File: src/rtl/tmr_edge_pkg.sv
package tmr_edge_pkg;

  typedef enum logic [1:0] {
    SEL_FALL = 2'b00,
    SEL_RISE = 2'b01,
    SEL_NONE = 2'b10,
    SEL_BOTH = 2'b11
  } edge_sel_t;

  // Decide whether a transition old_lvl -> new_lvl is a valid edge under sel.
  function automatic logic edge_hit(input edge_sel_t sel, input logic old_lvl,
                                    input logic new_lvl);
    logic rise, fall;
    rise = !old_lvl && new_lvl;
    fall = old_lvl && !new_lvl;
    case (sel)
      SEL_FALL: edge_hit = fall;
      SEL_RISE: edge_hit = rise;
      SEL_BOTH: edge_hit = rise || fall;
      default:  edge_hit = 1'b0;
    endcase
  endfunction

endpackage

File: src/rtl/teq_sync.sv
module teq_sync #(
  parameter int STAGES = 2
) (
  input  logic clk,
  input  logic rst_n,
  input  logic d_async,
  output logic q_sync
);
  logic [STAGES-1:0] chain;

  always_ff @(posedge clk or negedge rst_n) begin
    if (!rst_n) begin
      chain <= '0;
    end else begin
      chain[0] <= d_async;
      for (int i = 1; i < STAGES; i++) chain[i] <= chain[i-1];
    end
  end

  assign q_sync = chain[STAGES-1];
endmodule

File: src/rtl/teq_filter.sv
module teq_filter #(
  parameter int MATCH_SAMPLES = 2
) (
  input  logic clk,
  input  logic rst_n,
  input  logic tick,
  input  logic capture,
  input  logic smp_in,
  output logic acc_lvl,
  output logic acc_nxt,
  output logic smp_prev
);
  localparam int HW = MATCH_SAMPLES - 1;

  logic [HW-1:0] hist;
  logic          agree;

  always_comb begin
    agree = 1'b1;
    for (int i = 0; i < HW; i++) begin
      if (hist[i] != smp_in) agree = 1'b0;
    end
  end

  assign acc_nxt  = capture ? (agree ? smp_in : acc_lvl) : smp_in;
  assign smp_prev = hist[0];

  always_ff @(posedge clk or negedge rst_n) begin
    if (!rst_n) begin
      hist    <= '0;
      acc_lvl <= 1'b0;
    end else if (tick) begin
      hist[0] <= smp_in;
      for (int i = 1; i < HW; i++) hist[i] <= hist[i-1];
      acc_lvl <= acc_nxt;
    end
  end
endmodule

File: src/rtl/teq_edge.sv
module teq_edge
  import tmr_edge_pkg::*;
(
  input  logic      clk,
  input  logic      rst_n,
  input  logic      tick,
  input  edge_sel_t sel,
  input  logic      acc_lvl,
  input  logic      acc_nxt,
  output logic      edge_q
);
  always_ff @(posedge clk or negedge rst_n) begin
    if (!rst_n) edge_q <= 1'b0;
    else        edge_q <= tick && edge_hit(sel, acc_lvl, acc_nxt);
  end
endmodule

File: src/rtl/tmr_edge_qual.sv
module tmr_edge_qual
  import tmr_edge_pkg::*;
#(
  parameter int SYNC_STAGES   = 2,
  parameter int MATCH_SAMPLES = 2
) (
  input  logic       clk,
  input  logic       rst_n,
  input  logic       pin_async,
  input  logic       run,
  input  logic       use_capture,
  input  logic       samp_en_main,
  input  logic       samp_en_presc,
  input  logic       sel_wr,
  input  logic [1:0] sel_din,
  output logic       edge_pulse
);
  // Named internal events, brought out for the checker.
  logic      smp_s;
  logic      tick;
  logic      acc_lvl;
  logic      acc_nxt;
  logic      smp_prev;
  logic      edge_q;
  edge_sel_t sel_q;

  assign tick = run && (use_capture ? samp_en_presc : samp_en_main);

  always_ff @(posedge clk or negedge rst_n) begin
    if (!rst_n)              sel_q <= SEL_FALL;
    else if (sel_wr && !run) sel_q <= edge_sel_t'(sel_din);
  end

  teq_sync #(.STAGES(SYNC_STAGES)) sync_i (
    .clk(clk), .rst_n(rst_n), .d_async(pin_async), .q_sync(smp_s)
  );

  teq_filter #(.MATCH_SAMPLES(MATCH_SAMPLES)) filt_i (
    .clk(clk), .rst_n(rst_n), .tick(tick), .capture(use_capture),
    .smp_in(smp_s), .acc_lvl(acc_lvl), .acc_nxt(acc_nxt), .smp_prev(smp_prev)
  );

  teq_edge edge_i (
    .clk(clk), .rst_n(rst_n), .tick(tick), .sel(sel_q),
    .acc_lvl(acc_lvl), .acc_nxt(acc_nxt), .edge_q(edge_q)
  );

  assign edge_pulse = edge_q && run;
endmodule

File: config.mk
export PLATFORM = sky130hd
export DESIGN_NAME = tmr_edge_qual
export DESIGN_NICKNAME = d
export VERILOG_FILES = /design/src/rtl/tmr_edge_pkg.sv /design/src/rtl/teq_sync.sv /design/src/rtl/teq_filter.sv /design/src/rtl/teq_edge.sv /design/src/rtl/tmr_edge_qual.sv
export SDC_FILE = /design/constraint.sdc
export NUM_CORES = 1
export LEC_CHECK = 0
export ABC_AREA = 1
export BUFFER_PORTS_ARGS = -buffer_cell sky130_fd_sc_hd__clkbuf_2
export CORE_AREA = 2 2 39 41
export CTS_BUF_LIST = sky130_fd_sc_hd__clkbuf_4
export DETAILED_ROUTE_END_ITERATION = 12
export DIE_AREA = 0 0 41 43
export GPL_TIMING_DRIVEN = 0
export PLACE_DENSITY = 0.55
export SKIP_LAST_GASP = 1
export SYNTH_ARGS = -nofsm -noshare
export SYNTH_HDL_FRONTEND = slang
export SYNTH_SLANG_ARGS = --single-unit
File: constraint.sdc
create_clock -name clk -period 1.21 [get_ports clk]
set_input_delay 0.0605 -clock clk [delete_from_list [all_inputs] [get_ports clk]]
set_output_delay 0.0605 -clock clk [all_outputs]
set_load 0.05 [all_outputs]
After elaboration in Yosys (flattened, before gate mapping)
Index checks and enable logic that the tools add are counted.
- memory bits (writable): 0
- latch bits: 0
- input bits: 10
- memories kept: 0
- bits in read-only memories: 0
- bits in registers: 7
- output and inout port bits: 1
- muxes and demuxes: 4
- bitwise logic cells: 0
- order comparisons: 0
- multipliers: 0
- add/subtract/negate cells: 0
- reduce and logical (&&, ||, !) cells: 11
- divide/modulo/power cells: 0
- eq/ne operators: 3
- shifts and indexed selects: 0
- operators with widths (cell ; number):
    $logic_and A1 B1 Y1 ; 6
    $logic_not A1 Y1 ; 3
    $mux W1 ; 3
    $pmux W1 S3 ; 1
    $eq A2 B1 Y1 const B ; 1
    $eq A2 B2 Y1 const B ; 1
    $logic_not A2 Y1 ; 1
    $logic_or A1 B1 Y1 ; 1
    $ne A1 B1 Y1 ; 1

Depth between registers and ports, before layout
- depth in word-level cells: 8
- depth in mapped cells: 9
- depth with buffers taken out: 9

By module
Synthesis repeated with hierarchy kept, for this count alone.
- cell total of the unflattened synthesis: 53
- area total of the unflattened synthesis: 374.1 um^2
- modules (own cells, without submodules) (module ; cells an instance ; area an instance (um^2) ; times used):
    tmr_edge_qual ; 17 ; 111.4 ; 1
    teq_filter ; 17 ; 110.1 ; 1
    teq_edge ; 17 ; 102.6 ; 1
    teq_sync ; 2 ; 50.0 ; 1

Least setup slack after synthesis
No wires, ideal clock.
- kind: reg2reg
- from: register filt_i.acc_lvl
- to: register edge_i.edge_q
- slack: -36 ps
- library setup time: 65 ps
- path buffers: 0
- data arrival time: 1180 ps
- cell stages (with the launch flop): 9
- path through: dfrtp_1 > inv_1 > nand2_1 > nand2_1 > o21ai_2 > ha_1 > o21ai_0 > nand3_1 > nand2_1
- cells in the longest elaborated chain, start to end: 7
- ends and longest elaborated chain (item ; RTL line ; RTL):
    start, declared ; teq_filter.sv:9 ; output logic acc_lvl,
    start signal, assigned ; teq_filter.sv:35 ; acc_lvl <= acc_nxt;
    $mux W1 (2 in series) ; teq_filter.sv:25 ; assign acc_nxt = capture ? (agree ? smp_in : acc_lvl) : smp_in;
    $logic_not A1 Y1 ; tmr_edge_pkg.sv:15 ; fall = old_lvl && !new_lvl;
    $logic_and A1 B1 Y1 ; tmr_edge_pkg.sv:15 ;
    $logic_or A1 B1 Y1 ; tmr_edge_pkg.sv:19 ; SEL_BOTH: edge_hit = rise || fall;
    $pmux W1 S3 (*) ; tmr_edge_pkg.sv:16 ; case (sel)
    $logic_and A1 B1 Y1 (*) ; teq_edge.sv:14 ; else edge_q <= tick && edge_hit(sel, acc_lvl, acc_nxt);
    end signal, assigned ; teq_edge.sv:14 ;
    end, declared ; teq_edge.sv:10 ; output logic edge_q
Every way passes the cells marked *; elsewhere a longest branch is shown, timed or not.
A chain may end at the register's enable or synchronous reset.

Final worst setup path
Same ends and word-level chain as after synthesis.

==> key figures <==
Synth
  – Sequential share of the synthesized area: 50.7%
  – Post-synthesis cell area: 345 um^2
  – Synth cell types: 12
  – Post-synthesis adder-cell area fraction: 3.62%
  – Post-synth top flop: dfrtp_1
  – Async S/R FF share, synth: 100%
  – Synth Area in Compound Gates: 12.3%
  – Post-synth top cells: nand2_1, dfrtp_1, inv_1, nor2_1, nand3_1
  – Seq cells post-synth: 7
  – Count leader, synth: nand2_1
  – EDFF count, synth: 0
  – Syn. warnings: 0
  – Synth top area cells: dfrtp_1, nand2_1, inv_1
  – Synth Area in XOR/XNOR: 0%
  – Largest family of logic cells by synthesized area: simple AND/OR/NAND/NOR gates
  – Post-Syn Nets: 54
  – Largest area contributor in the netlist: dfrtp_1
  – Mux cell area share after synthesis: 0%
  – Post-synthesis area per instance: around 8.0 um^2
  – Post-Synth Simple-Gate Area: a little over a quarter
  – Syn Inst Count: 43
  – Top cell type's share of synthesized area: 50.7%

STA
  – Worst-Margin Slew: between 0.2 and 0.3 ns
  – Final Skew: 0.00104 ns
  – Fin. Hold Viols: 0
  – Hold_ws: 0.0413 ns
  – Final setup viols: 1
  – Relative max-transition margin: 81.9%
  – Max Slew Vio Count: 0
  – Final WS setup: -0.000107 ns
  – Fmax: between 0.8 and 0.9 GHz
  – Period utilization: 100%
  – Post-route minimum period: about 1.2 ns
  – Unrepaired setup endpoints after global routing: true

Global route
  – Total gr overflow: 0
  – Grt met2 use: 12.8%
  – First-pass GRT wire length: 1010 um
  – Pin count of the biggest net entering global routing: 8
  – Vias in the first global route: 276
  – GRT Total Usage: 9.50%
  – Initial antenna violation count: 0
  – Met1 usage: 10.5%
  – Most Used Layer, Global Route: met2
  – GRT met3 Usage: 4.71%

Worst setup path
  – Top delay family on crit path: flip-flops
  – Crit Path Max Fanout: 2
  – Startpoint types: register
  – WP data required: 1.40 ns
  – Crit-path most repeated cell: nand2_1
  – Critical path class: reg -> reg
  – Worst Setup End Kind: register
  – Slowest CP cell: dfrtp_1
  – Worst path cell trace: inv_2 -> nand2_1 -> nand2_1 -> o21ai_2 -> ha_1 -> o21ai_1 -> nand3_1 -> nand2_1
  – Slowest Stage Delay on Critical Path: 0.39 ns
  – Critical Path AT: about 1.4 ns
  – CP Buf/Inv Count: 1

Placement
  – Final HPWL DP: around 490 um
  – Placed cell count: 69
  – Port buffer count: 10
  – RePlAce Congestion: 0.664
  – DP Area: roughly 420 um^2

Layout
  – # diodes: 0
  – Non-Filler Instances: 79
  – Share of cells above drive strength 1: 38.1%
  – Cell area after layout: 498 um^2
  – Nets@finish: 75
  – Area grow syn2layout: 44.2%
  – Fillers: 145

Die
  – Initial Util: 25.0%
  – I/O Pins: 11
  – Core area: approximately 0.0014 mm^2
  – Die area: 0.00176 mm^2
  – Die W: 41 um
  – Die Ht: 43 um
  – # rows: 14

Power and ir drop
  – Pwr Density: 1310 mW/mm^2
  – Max IR drop VDD: 0.447 mV
  – Leak pwr: approximately 0.28 nW

Detailed routing
  – Via density: 4.13
  – Via count: 326
  – Starting DRT DRC Count: 1
  – WL final: 646 um
  – DRT antenna net count: 0
  – Post-route DRC: 0
  – Detailed-route wire length per cell: 8.18 um
  – TritonRoute pass-1 iters: 3

CTS
  – Num Clock Sinks: 7
  – Worst-Skew Late Latency: between 0.2 and 0.3 ns
  – TritonCTS clock tree: done
  – H-tree Lvls: 1
  – Clock transition at path regs: 0.05 ns
  – Post_cts resized: 0
  – TritonCTS buffer count: 3
  – Clk buf depth: 2
  – Clock root cell: clkbuf_4

Status
  – Status: finished, violations left
  – Violated checks: negative setup slack

Job
  – Max_cap viols: 0

Min path
  – Hold Crit Class: in -> reg
==> cells by family after synthesis <==
logic type      count (synthesis)
compound gates                  7
fa+ha+maj                       1
buf+inv                         6
flops                           7
simple gates                   22
==> placed cells by master, fill, tap and decap left out <==
cell type / netlist / routed
clkbuf_4: 0 / 4
nor3_1: 1 / 1
inv_1: 6 / 5
nor2_1: 4 / 3
o21ai_0: 2 / 1
clkbuf_2: 0 / 10
nand2_1: 12 / 12
nor2_2: 2 / 3
o21ai_1: 1 / 2
ha_1: 1 / 1
inv_2: 0 / 1
buf_4: 0 / 4
dfrtp_1: 7 / 7
o21ai_2: 2 / 2
nand3_1: 3 / 3
a21oi_1: 2 / 2
dlygate4sd3_1: 0 / 2
==> power by group <==
group	leakage [nW]	switching [mW]	total, mW	internal [mW]
clock network	0.0184	0.0831	0.231	0.148
logic	0.173	0.0734	0.145	0.0716
registers	0.0852	0.0156	0.275	0.260
==> worst min-delay path: cells and delay by family <==
family | cells | cell delay (ns)
and+or+nand+nor | 2 | 0.12
buffers and inverters | 1 | 0.08
==> metal layers <==
metal,wire (um),part of all wire (%)
met5,0,0
met4,4,0.62
met3,54,8.4
met2,255,39
met1,332,51
==> stage by stage <==
step / total power [mW] / setup TNS (ns) / utilization, % / setup WS (ns)
2_1_floorplan: 0.353 / 0 / - / 0.0112
3_3_place_gp: 0.388 / -0.0550 / 30.2 / -0.0550
3_5_place_dp: 0.393 / -0.0688 / 30.2 / -0.0688
4_1_cts: 0.664 / -0.00751 / 36.0 / -0.00751
5_1_grt: 0.707 / -0.115 / 36.0 / -0.115
6_report: 0.652 / -0.000107 / 36.0 / -0.000107
==> flip-flops by register name, indices dropped and copies added, names as in the netlist <==
register         cells
edge_i.edge_q        1
filt_i.acc_lvl       1
filt_i.smp_prev      1
sel_q                2
sync_i.chain         2
==> cell type report <==
| type | count | area [um^2] | share of cell area [%] |
|---|---|---|---|
| sequential | 7 | 175 | 35.2 |
| multi-input combinational | 30 | 150 | 30.2 |
| timing repair buffer | 16 | 100 | 20.1 |
| clock buffer | 4 | 30.0 | 6.03 |
| inverter | 6 | 22.5 | 4.52 |
| tap | 16 | 20.0 | 4.02 |
==> path summary, 6_finish.rpt <==
| check | startpoint | to | cells past startpoint | slack, ns |
|---|---|---|---|---|
| min in group asynchronous | rst_n | sel_q[1] | 2 | 0.18 |
| max in group asynchronous | rst_n | sync_i.chain[0] | 2 | 0.87 |
| setup reg to reg | filt_i.acc_lvl | edge_i.edge_q | 8 | -0.0001 |
| setup / recovery | filt_i.acc_lvl | edge_i.edge_q | 8 | -0.0001 |
| hold / removal | sel_din[0] | sel_q[0] | 3 | 0.04 |
| hold reg to reg | sync_i.chain[0] | sync_i.chain[1] | 0 | 0.36 |
==> timing repair <==
| item | 4_1_cts | 5_1_grt |
|---|---|---|
| pin swaps | 4 | 0 |
| buffers inserted | 4 | 0 |
| endpoints found under the setup margin | 1 | 1 |
| hold buffers | 2 | 0 |
| endpoints found under the hold margin | 8 | 0 |
Power figures use the tool's default switching activity.
